File: src/rtl/dma_csr_pkg.sv
package dma_csr_pkg;
  localparam int NCH       = 2;
  localparam int WIN_BYTES = 48;
  localparam int WORDS     = WIN_BYTES / 4;
  localparam int WORD_W    = $clog2(WORDS);
  localparam int STAT_W    = 16;
  localparam int CNT_W     = (32 - STAT_W) / 2;

  localparam int B_RUN  = 0;
  localparam int B_TAIL = 1;
  localparam int B_RST  = 2;
  localparam int B_HALT = 0;
  localparam int B_IDLE = 1;
  localparam int FLAG_LO = 12;
  localparam int NFLAG   = 3;

  localparam logic [WORD_W-1:0] W_CTRL = WORD_W'(0);
  localparam logic [WORD_W-1:0] W_STAT = WORD_W'(1);
  localparam logic [WORD_W-1:0] W_TAIL = WORD_W'(4);

  localparam logic [31:0] CTRL_HW   = 32'h0001_0000;
  localparam logic [31:0] CTRL_SOFT = 32'h0001_0006;
  localparam logic [STAT_W-1:0] STAT_INIT = STAT_W'(1);
  localparam logic [STAT_W-1:0] FLAG_MASK = STAT_W'(((1 << NFLAG) - 1) << FLAG_LO);

  function automatic logic chan_of(input int unsigned a);
    int unsigned q;
    q = a / WIN_BYTES;
    return q[0];
  endfunction

  function automatic logic [WORD_W-1:0] word_of(input int unsigned a);
    return WORD_W'((a % WIN_BYTES) >> 2);
  endfunction
endpackage

File: src/rtl/dma_csr_dec.sv
module dma_csr_dec
  import dma_csr_pkg::*;
#(
  parameter int ADDR_W = 7
) (
  input  logic [ADDR_W-1:0] addr_i,
  output logic              chan_o,
  output logic [WORD_W-1:0] word_o
);
  assign chan_o = chan_of(32'(addr_i));
  assign word_o = word_of(32'(addr_i));
endmodule

File: src/rtl/dma_csr_chan.sv
module dma_csr_chan
  import dma_csr_pkg::*;
#(
  parameter bit IS_TX = 1'b1
) (
  input  logic              clk_i,
  input  logic              rst_ni,
  input  logic              wr_i,
  input  logic              rd_i,
  input  logic [WORD_W-1:0] word_i,
  input  logic [31:0]       wdata_i,
  input  logic              halt_set_i,
  input  logic              idle_set_i,
  input  logic [NFLAG-1:0]  evt_i,
  input  logic [CNT_W-1:0]  thr_cnt_i,
  input  logic [CNT_W-1:0]  dly_cnt_i,
  output logic [31:0]       rdata_o,
  output logic [31:0]       ctrl_o,
  output logic [STAT_W-1:0] stat_o,
  output logic              start_o
);
  logic [31:0]       ctrl_q, ctrl_d, ctrl_wv;
  logic [STAT_W-1:0] stat_q, stat_d;
  logic [31:0]       misc_q [2:WORDS-1];
  logic              start_q;

  // tail mode forced; a held reset bit survives the write
  assign ctrl_wv = wdata_i | (32'd1 << B_TAIL) | (ctrl_q & (32'd1 << B_RST));

  always_comb begin
    ctrl_d = ctrl_q;
    stat_d = stat_q;
    if (rd_i && word_i == W_CTRL) ctrl_d[B_RST] = 1'b0;
    if (wr_i) begin
      unique case (word_i)
        W_CTRL: begin
          if (ctrl_wv[B_RST]) begin
            ctrl_d = CTRL_SOFT;
            stat_d = STAT_INIT;
          end else begin
            ctrl_d = ctrl_wv;
            if (ctrl_wv[B_RUN]) begin
              stat_d[B_HALT] = 1'b0;
              stat_d[B_IDLE] = 1'b0;
            end
          end
        end
        W_STAT: stat_d = (wdata_i[STAT_W-1:0] & ~FLAG_MASK)
                       | (stat_q & FLAG_MASK & ~wdata_i[STAT_W-1:0]);
        W_TAIL: stat_d[B_IDLE] = 1'b0;
        default: ;
      endcase
    end
    // datapath and coalescing events win over same-cycle clears
    stat_d[B_HALT] = stat_d[B_HALT] | halt_set_i;
    stat_d[B_IDLE] = stat_d[B_IDLE] | idle_set_i;
    stat_d[FLAG_LO +: NFLAG] = stat_d[FLAG_LO +: NFLAG] | evt_i;
  end

  always_ff @(posedge clk_i or negedge rst_ni) begin
    if (!rst_ni) begin
      ctrl_q  <= CTRL_HW;
      stat_q  <= STAT_INIT;
      start_q <= 1'b0;
      for (int k = 2; k < WORDS; k++) misc_q[k] <= '0;
    end else begin
      ctrl_q  <= ctrl_d;
      stat_q  <= stat_d;
      start_q <= IS_TX && wr_i && (word_i == W_TAIL);
      for (int k = 2; k < WORDS; k++)
        if (wr_i && word_i == WORD_W'(k)) misc_q[k] <= wdata_i;
    end
  end

  always_comb begin
    rdata_o = '0;
    if (word_i == W_CTRL)
      rdata_o = ctrl_q & ~(32'd1 << B_RST);
    else if (word_i == W_STAT)
      rdata_o = {dly_cnt_i, thr_cnt_i, stat_q};
    else
      for (int k = 2; k < WORDS; k++)
        if (word_i == WORD_W'(k)) rdata_o = misc_q[k];
  end

  assign ctrl_o  = ctrl_q;
  assign stat_o  = stat_q;
  assign start_o = start_q;
endmodule

File: src/rtl/dma_csr.sv
module dma_csr
  import dma_csr_pkg::*;
#(
  parameter int ADDR_W = 7
) (
  input  logic                  clk_i,
  input  logic                  rst_ni,
  input  logic [ADDR_W-1:0]     addr_i,
  input  logic                  wr_i,
  input  logic                  rd_i,
  input  logic [31:0]           wdata_i,
  output logic [31:0]           rdata_o,
  output logic [NCH-1:0]        run_o,
  output logic [NCH-1:0]        soft_rst_o,
  output logic                  tx_start_o,
  input  logic [NCH-1:0]        halted_set_i,
  input  logic [NCH-1:0]        idle_set_i,
  input  logic [NCH-1:0]        cmpl_evt_i,
  input  logic [NCH-1:0]        dly_evt_i,
  input  logic [NCH-1:0]        err_evt_i,
  input  logic [NCH*CNT_W-1:0]  thr_cnt_i,
  input  logic [NCH*CNT_W-1:0]  dly_cnt_i,
  output logic [NCH-1:0]        irq_o
);
  logic              sel;
  logic [WORD_W-1:0] word;
  logic [NCH-1:0][31:0]       ctrl_w;
  logic [NCH-1:0][STAT_W-1:0] stat_w;
  logic [31:0]       rd_w [NCH];
  logic [NCH-1:0]    start_w;
  logic              unused_start;

  dma_csr_dec #(.ADDR_W(ADDR_W)) u_dec (
    .addr_i (addr_i),
    .chan_o (sel),
    .word_o (word)
  );

  for (genvar c = 0; c < NCH; c++) begin : g_ch
    dma_csr_chan #(.IS_TX(c == 0)) u_ch (
      .clk_i      (clk_i),
      .rst_ni     (rst_ni),
      .wr_i       (wr_i && (sel == 1'(c))),
      .rd_i       (rd_i && (sel == 1'(c))),
      .word_i     (word),
      .wdata_i    (wdata_i),
      .halt_set_i (halted_set_i[c]),
      .idle_set_i (idle_set_i[c]),
      .evt_i      ({err_evt_i[c], dly_evt_i[c], cmpl_evt_i[c]}),
      .thr_cnt_i  (thr_cnt_i[c*CNT_W +: CNT_W]),
      .dly_cnt_i  (dly_cnt_i[c*CNT_W +: CNT_W]),
      .rdata_o    (rd_w[c]),
      .ctrl_o     (ctrl_w[c]),
      .stat_o     (stat_w[c]),
      .start_o    (start_w[c])
    );
    assign run_o[c]      = ctrl_w[c][B_RUN];
    assign soft_rst_o[c] = ctrl_w[c][B_RST];
    assign irq_o[c]      = |(stat_w[c][FLAG_LO +: NFLAG] & ctrl_w[c][FLAG_LO +: NFLAG]);
  end

  assign rdata_o      = rd_w[sel];
  assign tx_start_o   = start_w[0];
  assign unused_start = start_w[1];
endmodule

File: config.mk
export PLATFORM = sky130hd
export DESIGN_NAME = dma_csr
export DESIGN_NICKNAME = d
export VERILOG_FILES = /design/src/rtl/dma_csr_pkg.sv /design/src/rtl/dma_csr_dec.sv /design/src/rtl/dma_csr_chan.sv /design/src/rtl/dma_csr.sv
export SDC_FILE = /design/constraint.sdc
export NUM_CORES = 1
export LEC_CHECK = 0
export ABC_AREA = 0
export BUFFER_PORTS_ARGS = -buffer_cell sky130_fd_sc_hd__buf_2
export CAP_MARGIN = 10
export CORE_MARGIN = 1
export CORE_UTILIZATION = 35
export CTS_CLUSTER_DIAMETER = 150
export DETAILED_ROUTE_END_ITERATION = 8
export PLACE_DENSITY = 0.54
export SKIP_LAST_GASP = 1
export SLEW_MARGIN = 30
export SYNTH_ARGS = -nofsm -noshare
export SYNTH_HDL_FRONTEND = slang
export SYNTH_HIERARCHICAL = 1
export SYNTH_SLANG_ARGS = --single-unit
File: constraint.sdc
create_clock -name clk_i -period 8 [get_ports clk_i]
set_clock_uncertainty 0.2 [all_clocks]
set_input_delay 2 -clock clk_i [delete_from_list [all_inputs] [get_ports clk_i]]
set_output_delay 2 -clock clk_i [all_outputs]
set_load 0.03 [all_outputs]
==> results.sh <==
export IMPL_power_density_nw_per_um2=267
export IMPL_via_count=25600
export IMPL_power_mw=10.9
export IMPL_whs_path_depth=2
export IMPL_final_common_cell="dfrtp_1"
export IMPL_crit_path_start_kind="input pin"
export IMPL_insertion_delay_ns=0.64
export IMPL_die_area_sq_um=104000
export IMPL_fin_nets=3156
export IMPL_wire_per_inst_microns=25.9
export IMPL_r2r_cells=5
export IMPL_syn_avg_cell_area_sq_um=11.9
export IMPL_grt_overflow=0
export IMPL_port_buffers=121
export IMPL_cts_hold_fix_buffers=0
export IMPL_r2r_end="g_ch[1].u_ch/stat_o[14]"
export IMPL_via_per_inst=5.69
export IMPL_placed_cell_area_sq_um=37900
export IMPL_fin_setup_tns_ns=0
export IMPL_cts_root_buf="clkbuf_16"
export IMPL_drt_wl_total_microns=117000
export IMPL_first_iter_violations=2433
export IMPL_grtUsageTotal_pct=22.6
export IMPL_drv_cap=0
export IMPL_clk_pin_slew_ns=0.06
export IMPL_drive_above_1_share_pct=35.2
export IMPL_worstHoldStart="g_ch[1].u_ch/stat_o[2]"
export IMPL_rsz0062_at_grt="false"
export IMPL_max_slew_margin_rel_pct=28.4
export IMPL_fin_hold_ws_ns=0.269
export IMPL_outcome="finished, final reports clean"
export IMPL_synth_area_sq_um=35800
export IMPL_worstHoldPathType="flip-flop to flip-flop"
export IMPL_num_fill_cells=9890
export IMPL_p_leak_nw=17.9
export IMPL_peakVddDrop_mv=0.174
export IMPL_period_share_pct=98.4
export IMPL_arrival_ns=5.67
export IMPL_reg2reg_slack_ns=5.75
export IMPL_fin_ws_ns=0.130
export IMPL_finalSetupViolations=0
export IMPL_detail_route_antenna_nets=0
export IMPL_ys_warnings_count=6
export IMPL_grt_pass1_vias=25600
export IMPL_instances_no_fill=4493
export IMPL_core_area_sq_um=101000
export IMPL_cts_tree="built"
export IMPL_gp_congestion=0.803
export IMPL_drc=0
export IMPL_num_rows=116
export IMPL_fin_area_sq_um=40700
export IMPL_die_y_microns=322
export IMPL_clockBufferDepth=3
export IMPL_hold_path_end="g_ch[1].u_ch/stat_o[2]"
export IMPL_cts_setup_buffers=0
export IMPL_syn_inst=3020
export IMPL_antenna_found_initial=6
export IMPL_hold_viol_final=0
export IMPL_numCtsBuffers=82
export IMPL_fin_crit_ns=7.87
export IMPL_fp_dieW_microns=322
export IMPL_fmax_mhz=127
export IMPL_cp_required_ns=5.80
export IMPL_hpwl_microns=73900
export IMPL_firstDrtPassIters=9
export IMPL_end_kind="output port"
export IMPL_critPathKind="input pin to output port"
export IMPL_layout_common_cells="dfrtp_1, mux2_2, nand2_1"
export IMPL_syn_num_nets=3106
export IMPL_cts_sinks=737
export IMPL_pin_count=124
export IMPL_cp_max_fo=15
export IMPL_slew_violations=0
export IMPL_htree_levels=3
export IMPL_start_util_pct=35.6
export IMPL_finalCoreUtilization_pct=40.4
export IMPL_tightest_slew_ns=1.07
export IMPL_r2r_start="g_ch[1].u_ch/ctrl_o[2]"
export IMPL_syn_to_final_growth_pct=13.6
export IMPL_grt_pass1_wl_microns=175000
export IMPL_cts_resized=0
export IMPL_grt_max_degree=175
export IMPL_dp_cells=4339
export IMPL_pre_cts_ws_ns=0.221
## per-layer routing
layer | global-route usage [%] | wire (microns) | vias to the layer above
met5 | 0 | 26 | -
met2 | 32.9 | 50000 | 816
met1 | 33.6 | 55300 | 13400
met4 | 6.17 | 2790 | 4
met3 | 4.79 | 8370 | 163
li1 | - | - | 11200
## critical path, stage by stage
cell       delay, ns
buf_2           0.16
ha_1            0.30
and3b_4         0.37
a21oi_2         0.09
o22ai_4         0.43
buf_12          0.23
and3b_1         0.42
a211o_1         0.38
o2bb2ai_1       0.14
a31oi_1         0.27
o21ai_1         0.18
buf_4           0.18
mux2_4          0.29
buf_2           0.19
## final cells by class
| class | count | area [sq um] | area share [%] |
|---|---|---|---|
| Sequential cell | 737 | 18400 | 45.3 |
| Clock inverter | 20 | 221 | 0.544 |
| Clock buffer | 127 | 2400 | 5.90 |
| Tap cell | 1357 | 1700 | 4.17 |
| Antenna cell | 3 | 7.51 | 0.0185 |
| Inverter | 20 | 75.1 | 0.185 |
| Multi-Input combinational cell | 1960 | 15800 | 38.9 |
| Timing Repair Buffer | 269 | 2010 | 4.94 |
## report_power, final
part | switching (mW) | internal (mW) | leakage, nW
combinational | 1.05 | 1.05 | 7.16
clock | 1.59 | 2.17 | 1.28
sequential | 0.427 | 4.59 | 9.42
total | 3.07 | 7.81 | 17.9
## registers in the layout, indices dropped and copies added (netlist names)
name and flops:
g_ch.u_ch/misc_q 640, g_ch.u_ch/ctrl_o 64, g_ch.u_ch/stat_o 32, g_ch.u_ch/start_o 1
## how the worst max path moves through the flow
| stage | start | endpoint | slack [ns] | depth (start not counted) |
|---|---|---|---|---|
| after floorplan | addr_i[5] | rdata_o[1] | 1.38 | 10 |
| after global placement | addr_i[6] | rdata_o[11] | 0.20 | 14 |
| after detailed placement | addr_i[6] | rdata_o[11] | 0.22 | 14 |
| after CTS | addr_i[6] | rdata_o[11] | 0.19 | 14 |
| after global routing | addr_i[6] | rdata_o[30] | 0.08 | 16 |
| final | addr_i[6] | rdata_o[11] | 0.13 | 14 |
No activity file was read; power rests on OpenSTA's default activity.
